==> src/rtl/stby_pkg.sv <==
package stby_pkg;
  typedef enum logic [1:0] {
    ST_RUN   = 2'd0,
    ST_SLEEP = 2'd1,
    ST_DEEP  = 2'd2,
    ST_WAKE  = 2'd3
  } stby_state_e;
endpackage

==> src/rtl/stby_wake_detect.sv <==
// Combines per-source requests, masks and the global accept enable
// into one release request.
module stby_wake_detect #(
  parameter int NUM_IRQ = 8
) (
  input  logic [NUM_IRQ-1:0] irq_req_i,
  input  logic [NUM_IRQ-1:0] irq_mask_i,
  input  logic               irq_en_i,
  output logic               wake_req_o
);
  logic [NUM_IRQ-1:0] live;

  for (genvar i = 0; i < NUM_IRQ; i++) begin : g_src
    assign live[i] = irq_req_i[i] & ~irq_mask_i[i];
  end

  assign wake_req_o = irq_en_i & (|live);
endmodule

==> src/rtl/stby_wake_timer.sv <==
// Fixed-latency wake counter on the always-on clock.
module stby_wake_timer #(
  parameter int WAKE_CYCLES = 16
) (
  input  logic clk,
  input  logic rst_i,
  input  logic start_i,
  input  logic run_i,
  output logic done_o
);
  localparam int CW = (WAKE_CYCLES > 1) ? $clog2(WAKE_CYCLES) : 1;
  localparam logic [CW-1:0] LAST = CW'(WAKE_CYCLES - 1);

  logic [CW-1:0] cnt_q;

  assign done_o = run_i && (cnt_q == LAST);

  always_ff @(posedge clk) begin
    if (rst_i || start_i) begin
      cnt_q <= '0;
    end else if (run_i && !done_o) begin
      cnt_q <= cnt_q + 1'b1;
    end
  end
endmodule

==> src/rtl/stby_fsm.sv <==
// Mode sequencer: run, light sleep, deep sleep, waking.
module stby_fsm
  import stby_pkg::*;
(
  input  logic        clk,
  input  logic        rst_i,
  input  logic        wfi_i,
  input  logic        deep_sel_i,
  input  logic        clk_is_main_i,
  input  logic        wake_req_i,
  input  logic        timer_done_i,
  output stby_state_e state_o,
  output logic        release_o,
  output logic        wake_o
);
  stby_state_e state_q, state_d;
  logic        wake_q;

  assign release_o = ((state_q == ST_SLEEP) || (state_q == ST_DEEP)) && wake_req_i;

  always_comb begin
    state_d = state_q;
    unique case (state_q)
      ST_RUN: begin
        if (wfi_i) begin
          state_d = (deep_sel_i && clk_is_main_i) ? ST_DEEP : ST_SLEEP;
        end
      end
      ST_SLEEP, ST_DEEP: begin
        if (release_o) state_d = ST_WAKE;
      end
      ST_WAKE: begin
        if (timer_done_i) state_d = ST_RUN;
      end
      default: state_d = ST_RUN;
    endcase
  end

  always_ff @(posedge clk) begin
    if (rst_i) begin
      state_q <= ST_RUN;
      wake_q  <= 1'b0;
    end else begin
      state_q <= state_d;
      wake_q  <= (state_q == ST_WAKE) && timer_done_i;
    end
  end

  assign state_o = state_q;
  assign wake_o  = wake_q;
endmodule

==> src/rtl/stby_release_flag.sv <==
// Sticky release indication; a set beats a clear on the same edge.
module stby_release_flag (
  input  logic clk,
  input  logic rst_i,
  input  logic set_i,
  input  logic clr_i,
  output logic flag_o
);
  logic flag_q;

  always_ff @(posedge clk) begin
    if (rst_i)      flag_q <= 1'b0;
    else if (set_i) flag_q <= 1'b1;
    else if (clr_i) flag_q <= 1'b0;
  end

  assign flag_o = flag_q;
endmodule

==> src/rtl/stby_ctrl.sv <==
module stby_ctrl
  import stby_pkg::*;
#(
  parameter int NUM_IRQ     = 8,
  parameter int WAKE_CYCLES = 16
) (
  input  logic               clk,
  input  logic               rst_i,
  input  logic               wfi_i,
  input  logic               deep_sel_i,
  input  logic               clk_is_main_i,
  input  logic [NUM_IRQ-1:0] irq_req_i,
  input  logic [NUM_IRQ-1:0] irq_mask_i,
  input  logic               irq_en_i,
  input  logic               rel_clr_i,
  output logic               cpu_clk_en_o,
  output logic               osc_stop_o,
  output logic               wake_o,
  output logic               rel_flag_o
);
  stby_state_e state;
  logic        wake_req;
  logic        release_ev;
  logic        timer_done;

  stby_wake_detect #(.NUM_IRQ(NUM_IRQ)) u_detect (
    .irq_req_i (irq_req_i),
    .irq_mask_i(irq_mask_i),
    .irq_en_i  (irq_en_i),
    .wake_req_o(wake_req)
  );

  stby_fsm u_fsm (
    .clk          (clk),
    .rst_i        (rst_i),
    .wfi_i        (wfi_i),
    .deep_sel_i   (deep_sel_i),
    .clk_is_main_i(clk_is_main_i),
    .wake_req_i   (wake_req),
    .timer_done_i (timer_done),
    .state_o      (state),
    .release_o    (release_ev),
    .wake_o       (wake_o)
  );

  stby_wake_timer #(.WAKE_CYCLES(WAKE_CYCLES)) u_timer (
    .clk    (clk),
    .rst_i  (rst_i),
    .start_i(release_ev),
    .run_i  (state == ST_WAKE),
    .done_o (timer_done)
  );

  stby_release_flag u_flag (
    .clk   (clk),
    .rst_i (rst_i),
    .set_i (release_ev),
    .clr_i (rel_clr_i),
    .flag_o(rel_flag_o)
  );

  assign cpu_clk_en_o = (state == ST_RUN);
  assign osc_stop_o   = (state == ST_DEEP);
endmodule

==> config.mk <==
export PLATFORM = sky130hd
export DESIGN_NAME = stby_ctrl
export DESIGN_NICKNAME = d
export VERILOG_FILES = /design/src/rtl/stby_pkg.sv /design/src/rtl/stby_wake_detect.sv /design/src/rtl/stby_wake_timer.sv /design/src/rtl/stby_fsm.sv /design/src/rtl/stby_release_flag.sv /design/src/rtl/stby_ctrl.sv
export SDC_FILE = /design/constraint.sdc
export NUM_CORES = 1
export LEC_CHECK = 0
export ABC_AREA = 0
export BUFFER_PORTS_ARGS = -buffer_cell sky130_fd_sc_hd__buf_2
export CORE_AREA = 5 5 42 44
export DETAILED_ROUTE_END_ITERATION = 10
export DIE_AREA = 0 0 47 49
export HOLD_SLACK_MARGIN = 0.12
export MAX_ROUTING_LAYER = met4
export PLACE_DENSITY = 0.71
export REMOVE_ABC_BUFFERS = 1
export SLEW_MARGIN = 0
export SYNTH_ARGS = -nofsm -noshare
export SYNTH_HDL_FRONTEND = slang
export SYNTH_HIERARCHICAL = 1
export SYNTH_SLANG_ARGS = --single-unit
==> constraint.sdc <==
create_clock -name clk -period 1.8 [get_ports clk]
set_clock_uncertainty 0.15 [all_clocks]
set_input_delay 0.27 -clock clk [delete_from_list [all_inputs] [get_ports clk]]
set_output_delay 0.27 -clock clk [all_outputs]
set_load 0.02 [all_outputs]
-- Yosys cells after proc, flatten, opt, wreduce, memory -nomap -nowiden
Index checks and enable logic that the tools add are counted.
- add/sub/neg operators: 1
- multipliers: 0
- div/mod/pow operators: 0
- order comparisons: 0
- equality and inequality tests: 7
- shifts and indexed selects: 0
- mux-type cells: 7
- bitwise logic cells: 17
- reductions and logical operators: 13
- operator list (operator ; count):
    AND 1 bit ; 9
    2-to-1 mux 2 bit ; 4
    NOT 1 bit ; 8
    OR reduction 8 bit ; 1
    case mux 2 bit (3 select lines) ; 1
    logical AND 1 bit ; 5
    adder 4 x 1 -> 4 bit (second input constant) ; 1
    equality test 2 bit (second input constant) ; 2
    equality test 4 bit (second input constant) ; 1
    inequality test 2 bit (second input constant) ; 2
    AND reduction 3 bit ; 1
    equality test 2 x 1 -> 1 bit (second input constant) ; 1
    logical NOT 2 bit ; 1
    logical OR 1 bit ; 2
    2-to-1 mux 1 bit ; 2
    inequality test 2 x 1 -> 1 bit (second input constant) ; 1
    nonzero test 2 bit ; 1
    OR reduction 2 bit ; 1
    logical NOT 1 bit ; 1
- flip-flop bits (word level): 8
- bits in latches: 0
- RAM bits: 0
- memory bits (read-only): 0
- input bits: 23
- output and inout port bits: 4
- memories kept: 0

-- Longest topological paths before layout
Gate-level depths: netlist of the first run.
- word-level depth: 7
- gate-level depth with buffers: 7
- depth with buffers taken out: 7

-- By module
Netlist of the first run, hierarchy kept.
- modules (own cells, without submodules) (module ; instances ; cells each ; area an instance (µm²) ; sequential area each (µm²)):
    stby_fsm ; 1 ; 20 ; 202.7 ; 60.1
    stby_wake_timer ; 1 ; 23 ; 191.4 ; 80.1
    stby_wake_detect ; 1 ; 13 ; 66.3 ; 0.0
    stby_release_flag ; 1 ; 4 ; 38.8 ; 20.0
    stby_ctrl ; 1 ; 3 ; 20.0 ; 0.0

-- Least setup slack after synthesis of the first run
Ideal clock, no wire load.
- path kind: input to register
- start: input irq_req_i[7]
- end: register u_timer.cnt_q[0]
- setup time: 0.072 ns
- arrival: 1.443 ns
- required time: 1.578 ns
- slack: 0.135 ns
- cell stages on the path: 6
- path buffers: 0
- cells stage by stage: inv_1 -> o22ai_1 -> o41a_1 -> and2_1 -> or3_1 -> mux2i_1
- word-level cells in the longest chain between the ends: 5
- RTL lines (element ; line ; source):
    start: declaration ; stby_ctrl.sv:12 ; input logic [NUM_IRQ-1:0] irq_req_i,
    AND 1 bit ; stby_wake_detect.sv:14 ; assign live[i] = irq_req_i[i] & ~irq_mask_i[i];
    OR reduction 8 bit ; stby_wake_detect.sv:17 ; assign wake_req_o = irq_en_i & (|live);
    AND 1 bit ; stby_wake_detect.sv:17 ;
    named net wake_req ; stby_ctrl.sv:22 ; logic wake_req;
    logical AND 1 bit ; stby_fsm.sv:19 ; assign release_o = ((state_q == ST_SLEEP) || (state_q == ST_DEEP)) && wake_req_i;
    named net release_ev ; stby_ctrl.sv:23 ; logic release_ev;
    logical OR 1 bit ; stby_wake_timer.sv:19 ; if (rst_i || start_i) begin
    end signal: assignment ; stby_wake_timer.sv:22 ; cnt_q <= cnt_q + 1'b1;
    end: declaration ; stby_wake_timer.sv:14 ; logic [CW-1:0] cnt_q;
The timed path passes the listed nets, and every way through them passes these cells.
A chain may end at the register's enable or synchronous reset.

-- Final worst setup path of the first run
- start: register u_timer.cnt_q[1]
- end: register u_fsm.state_q[0], in the netlist u_fsm/state_o[0]
- word-level cells in the longest chain between the ends: 4
- RTL lines (element ; line ; source):
    equality test 4 bit ; stby_wake_timer.sv:16 ; assign done_o = run_i && (cnt_q == LAST);
    logical AND 1 bit ; stby_wake_timer.sv:16 ;
    named net timer_done ; stby_ctrl.sv:24 ; logic timer_done;
    inequality test 2 bit (no line) ; - ;
    AND reduction 3 bit (no line) ; - ;
    end signal: assignment ; stby_fsm.sv:44 ; state_q <= state_d;
    end: declaration ; stby_fsm.sv:16 ; stby_state_e state_q, state_d;
The timed path passes the listed nets, and every way through them passes these cells.

==> flow_metrics.py, run 1 <==
metrics = {
    "global_routing": {
        "overflow": 0,
        "grt_pass1_vias": 485,
        "grt_pass1_wl_mm": 1.93,
        "grt_start_max_net_pins": 9,
        "antenna_found_initial": 0,
        "grt.total_usage": 0.117,
    },
    "place": {
        "routabilityCongestion": 0.724,
        "place_hpwl_um": 972,
        "dp_slack_ps": -44.7,
        "dp_cells": 107,
        "place_area_um2": 684,
        "portBuffers": 26,
    },
    "floorplanning": {
        "die_w_um": 47,
        "fp.dieArea_um2": 2300,
        "coreArea_um2": 1400,
        "num_rows": 14,
        "die_h_um": 49,
        "io_pins": 27,
        "initial_core_util": 0.371,
    },
    "timing": {
        "fin_tns_setup_ps": 0,
        "worst_pin_slew_ps": 391,
        "worst_slack_ps": 74.5,
        "slew_violations": 0,
        "period_share": 0.959,
        "final-setup-viol-count": 0,
        "max_freq_mhz": 580,
        "max_slew_margin": 0.739,
        "worst_hold_slack_ps": 155,
        "hold_viol": 0,
        "period_minus_slack_ps": 1730,
    },
    "pwr": {
        "p_per_area_nw_per_um2": 1120,
        "power_leakage_nw": 0.375,
        "pwr-share-seq": 0.306,
        "p_clk_frac": 0.166,
        "p_sw_mw": 0.311,
        "power_mw": 0.805,
        "internal_power_mw": 0.494,
        "pwr-share-comb": 0.528,
        "peakVddDrop_mv": 0.924,
        "swShare": 0.387,
    },
    "critical_path": {
        "crit_path_start_kind": "register",
        "critPathRequiredTime_ps": 1810,
        "timing.rr.start": "u_timer/cnt_q[1]",
        "worstPathArrival_ps": 1730,
        "worstSetupPathType": "register to register",
        "worst_setup_path_end_kind": "register",
        "cp-startpoint": "u_timer/cnt_q[1]",
        "cp_max_fo": 3,
    },
    "status": {
        "outcome": "finished, final reports clean",
    },
    "synth": {
        "ys_seq_elements": 8,
        "mappedNetlistArea_um2": 519,
        "syn_area_per_cell_um2": 8.24,
        "ys_types": 25,
        "syn-instance-count": 63,
        "ys_warn_count": 6,
        "ys_seq_area_frac": 0.308,
    },
    "finish": {
        "area.growth.synth_to_final_pct": 38.1,
        "final_util": 0.512,
        "fin_nets": 122,
        "finalInstanceArea_um2": 717,
        "drive_gt1_frac": 0.468,
        "antenna_cells": 0,
        "final_cell_count_no_fill": 110,
    },
    "cts": {
        "numCtsBuffers": 3,
        "cts_root_buf": "clkbuf_4",
        "cts_tree": "yes",
        "cts_buffer_depth": 2,
        "clk_transition_reported_paths_ps": 50,
        "htreeDepth": 1,
        "clk_latency_ps": 250,
        "postCtsHoldBufs": 0,
        "cts.sinks": 8,
    },
    "route": {
        "avgRoutedWirePerCell_um": 11.7,
        "drt_iter0_markers": 10,
        "vias_per_cell": 5.15,
        "ant_nets": 0,
        "via_count": 566,
        "dr.pass1.iters": 4,
        "routed_wl_mm": 1.29,
        "drc": 0,
    },
    "min_path": {
        "min_from": "rst_i",
        "hold_class": "input pin to register",
    },
    "run": {
        "cap_violations": 0,
    },
}
==> timing repair <==
item                                    in CTS  in global routing
endpoints found under the setup margin       0                  5
buffers inserted                             0                  0
gates resized for setup                      0                  6
==> final cells by class <==
class	instances	area, µm²
inverters	13	48.8
clock buffers	3	22.5
repair buffers	28	145
multi-input cells	42	317
flip-flops and latches	8	164
fillers	136	684
well taps	16	20.0
==> per-layer routing <==
metal | track usage | up-vias | routed length [µm]
met5 | - | - | 0
met4 | 0.0415 | 0 | 0
met3 | 0.0590 | 0 | 154
met2 | 0.176 | 26 | 626
met1 | 0.129 | 255 | 508
li1 | - | 285 | -
==> state kept, by name, summed over array words and instances, names as in the netlist <==
| signal | cells |
|---|---|
| u_flag/flag_o | 1 |
| u_fsm/wake_o | 1 |
| u_fsm/state_o | 2 |
| u_timer/cnt_q | 4 |
==> synth_stat cells <==
master     instances  area share
dfxtp_1            8        0.31
nor2_1             4       0.029
nor4_1             1       0.012
nor2b_4            2       0.053
and2_1             1       0.012
nor3_1             1      0.0096
and2_2             1       0.014
nand2_1            7       0.051
a2111oi_1          1       0.019
a211o_1            1       0.017
a211oi_1           1       0.014
and2b_2            1       0.017
nand2b_1           1       0.012
or3_1              1       0.012
a21oi_2            1       0.017
and3b_2            1       0.019
nand4_1            1       0.012
o22ai_1            4       0.048
inv_1             13       0.094
ha_1               3       0.072
a221oi_2           2       0.058
mux2i_1            2       0.039
nand3_1            3       0.029
a21oi_1            1      0.0096
o41a_1             1       0.022
==> worst max-delay path, cell delays in order (launching register included) <==
cell and delay [ps]:
dfxtp_1 360, ha_2 200, nand3_1 120, nor2_2 190
nor2b_4 50, a211o_1 300, a221oi_2 260
==> path summary, 6_finish.rpt <==
kind,end,slack [ps],depth (start not counted)
setup / recovery,u_fsm/state_o[0],70,6
hold / removal,u_fsm/state_o[0],160,2
setup reg to reg,u_fsm/state_o[0],70,6
hold reg to reg,u_flag/flag_o,340,2
==> cell usage in the layout (no fill, tap or decap) <==
| master | instances |
|---|---|
| a2111oi_1 | 1 |
| inv_1 | 13 |
| a21oi_1 | 1 |
| and2_1 | 1 |
| ha_1 | 2 |
| or3_1 | 1 |
| a221oi_2 | 2 |
| dfxtp_2 | 3 |
| nor2_1 | 3 |
| nor3_1 | 1 |
| nand3_1 | 3 |
| nand4_1 | 1 |
| o22ai_1 | 4 |
| clkbuf_4 | 3 |
| a211oi_1 | 1 |
| and2b_2 | 1 |
| o41a_1 | 1 |
| and3b_2 | 1 |
| ha_2 | 1 |
| dfxtp_1 | 5 |
| mux2i_1 | 2 |
| nor2_2 | 1 |
| buf_2 | 26 |
| buf_4 | 2 |
| nand2_1 | 7 |
| and2_4 | 1 |
| a211o_1 | 1 |
| nor2b_4 | 2 |
| nor4_1 | 1 |
| a21oi_2 | 1 |
| nand2b_1 | 1 |
==> cell families (layout without fill, tap and decap cells) <==
| logic type | count (synthesis) | in the layout | share of synthesized area |
|---|---|---|---|
| buf+inv | 13 | 44 | 0.0940 |
| mux | 2 | 2 | 0.0386 |
| fa+ha+maj | 3 | 3 | 0.0723 |
| simple gates | 25 | 25 | 0.282 |
| flops | 8 | 8 | 0.308 |
| compound gates | 12 | 12 | 0.205 |
==> power by group through the flow <==
| stage | clock, mW | sequential, mW | combinational [mW] |
|---|---|---|---|
| 4_1_cts | 0.138 | 0.240 | 0.422 |
| 3_5_place_dp | 0 | 0.241 | 0.415 |
| 3_3_place_gp | 0 | 0.241 | 0.410 |
| 2_1_floorplan | 0 | 0.243 | 0.285 |
| 5_1_grt | 0.156 | 0.256 | 0.460 |
| 6_report | 0.134 | 0.247 | 0.425 |
Note: power is estimated with default switching activity, not from simulation.
==> run 2: changes to the inputs <==
- CORE_AREA: 5 5 42 44 -> unset
- CORE_MARGIN: unset -> 5
- CORE_UTILIZATION: unset -> 38
- DIE_AREA: 0 0 47 49 -> unset
- PLACE_DENSITY: 0.71 -> 0.72
- clock period: 1.8 -> 1.5 ns (I/O delays scaled with it)
==> run 2 against run 1 <==
Against the previous run: the flow now finishes with violations (negative setup slack); sequential power up 16%; combinational power up 62%; via count up 1.8%; non-clock buffer count up 16; total power up 41%; count of clock-buffer cells in the layout unchanged; worst setup slack worse by 81 ps; wire length up 8.2%.
==> flow_metrics.py, run 2 (synthesis gave the netlist of run 1 again) <==
metrics = {
    "route": {
        "ant_nets": 0,
        "avgRoutedWirePerCell_um": 11.1,
        "via_count": 576,
        "vias_per_cell": 4.61,
        "dr.pass1.iters": 4,
        "routed_wl_mm": 1.39,
        "drc": 0,
        "drt_iter0_markers": 4,
    },
    "place": {
        "routabilityCongestion": 0.764,
        "place_area_um2": 773,
        "portBuffers": 26,
        "place_hpwl_mm": 1.10,
        "dp_slack_ps": -262,
    },
    "floorplanning": {
        "fp.dieArea_um2": 2210,
        "io_pins": 27,
        "initial_core_util": 0.399,
        "die_w_um": 47.0,
        "num_rows": 13,
        "die_h_um": 47.0,
        "coreArea_um2": 1300,
    },
    "critical_path": {
        "r2r-end": "u_fsm/state_o[0]",
        "critPathRequiredTime_ps": 1510,
        "timing.rr.start": "u_fsm/state_o[0]",
        "ff2ff_setup_slack_ps": -6,
        "reg2reg_depth": 6,
        "cp_max_fo": 3,
        "crit_path_start_kind": "register",
        "worst_setup_path_end_kind": "register",
        "cp-startpoint": "u_fsm/state_o[0]",
        "worstSetupPathType": "register to register",
        "worstPathArrival_ps": 1520,
    },
    "cts": {
        "cts_buffer_depth": 2,
        "postCtsSetupRepairBufs": 0,
        "clk_latency_ps": 250,
        "numCtsBuffers": 3,
        "cts_root_buf": "clkbuf_4",
        "clk_transition_reported_paths_ps": 50,
        "cts_tree": "yes",
        "htreeDepth": 1,
        "cts.sinks": 8,
    },
    "global_routing": {
        "grt.total_usage": 0.144,
        "grt_pass1_vias": 549,
        "grt_start_max_net_pins": 9,
        "antenna_found_initial": 0,
        "grt_pass1_wl_mm": 2.18,
        "overflow": 0,
    },
    "timing": {
        "period_share": 1.00,
        "max_freq_mhz": 664,
        "final-setup-viol-count": 1,
        "hold_viol": 0,
        "fin_tns_setup_ps": -6.26,
        "max_slew_margin": 0.771,
        "slew_violations": 0,
        "worst_slack_ps": -6.26,
        "rsz0062_at_grt": "true",
        "period_minus_slack_ps": 1510,
        "worst_pin_slew_ps": 343,
    },
    "pwr": {
        "power_mw": 1.13,
        "power_leakage_nw": 0.453,
        "p_per_area_nw_per_um2": 1260,
        "peakVddDrop_mv": 0.799,
    },
    "finish": {
        "layout_common_cells": "buf_2 (26), buf_4 (14), inv_1 (12)",
        "antenna_cells": 0,
        "final_common_cell": "buf_2",
        "top_register": "u_timer/cnt_q",
        "finalInstanceArea_um2": 900,
        "area.growth.synth_to_final_pct": 73.3,
        "drive_gt1_frac": 0.582,
        "fin_nets": 138,
        "final_util": 0.691,
        "largest_register_ffs": 4,
    },
    "status": {
        "outcome": "finished, violations left",
        "failed_checks": "negative setup slack",
    },
    "min_path": {
        "holdPathStages": 4,
        "hold_class": "input pin to register",
        "min_from": "wfi_i",
        "holdPathEnd": "u_fsm/state_o[0]",
    },
    "run": {
        "cap_violations": 0,
    },
}
run 2: changes by cell type in the layout (fill, tap and decap cells not counted), sizes merged:
cell / before / now
buf: 28 / 40
dlygate4sd3: 0 / 4
run 2: through the flow:
| step | std cells | hold slack [ps] |
|---|---|---|
| floorplan | 63 | 137 |
| global placement | 118 | 320 |
| detailed placement | 118 | 338 |
| CTS | 125 | 308 |
| global route | 125 | 341 |
| finish | 125 | 323 |
run 2: final cells by class:
| type | instances | area [µm²] |
|---|---|---|
| inverter | 13 | 48.8 |
| clock buffer | 3 | 22.5 |
| sequential | 8 | 165 |
| tap | 15 | 18.8 |
| multi-input combinational | 42 | 369 |
| timing repair buffer | 44 | 275 |
| fill | 102 | 402 |
run 2: per-layer routing:
layer / track usage / vias to the layer above / routed length (µm)
met1: 0.161 / 247 / 573
li1: - / 316 / -
met5: - / - / 0
met2: 0.257 / 13 / 745
met3: 0.0460 / 0 / 74
met4: 0.0166 / 0 / 0
run 2: report_power, final:
part / internal, mW / switching (mW)
logic: 0.367 / 0.321
clock network: 0.0912 / 0.0675
registers: 0.257 / 0.0294
total: 0.715 / 0.418
run 2: worst max path at each step:
stage | to | slack (ps) | depth (start not counted)
after global placement | u_timer/cnt_q[0] | -240 | 7
after CTS | u_fsm/state_o[1] | -30 | 6
final | u_fsm/state_o[0] | -6 | 6
after detailed placement | u_timer/cnt_q[0] | -260 | 7
after global routing | u_fsm/state_o[0] | -80 | 6
after floorplan | u_fsm/state_o[0] | -150 | 6
run 2: worst max-delay path, cell delays in order, from the launching register on:
cell,delay (ps)
dfxtp_2,340
and2_4,170
nand3_4,90
nor2_4,120
nor2b_4,60
a211o_1,260
a221oi_2,230
run 2: timing repair:
item                                   4_1_cts  5_1_grt
cloned                                       0        0
pin swaps                                    6        3
setup endpoints to repair                    5        4
endpoints found under the hold margin        3        0
hold buffers                                 4        0
resized for setup                           14        3
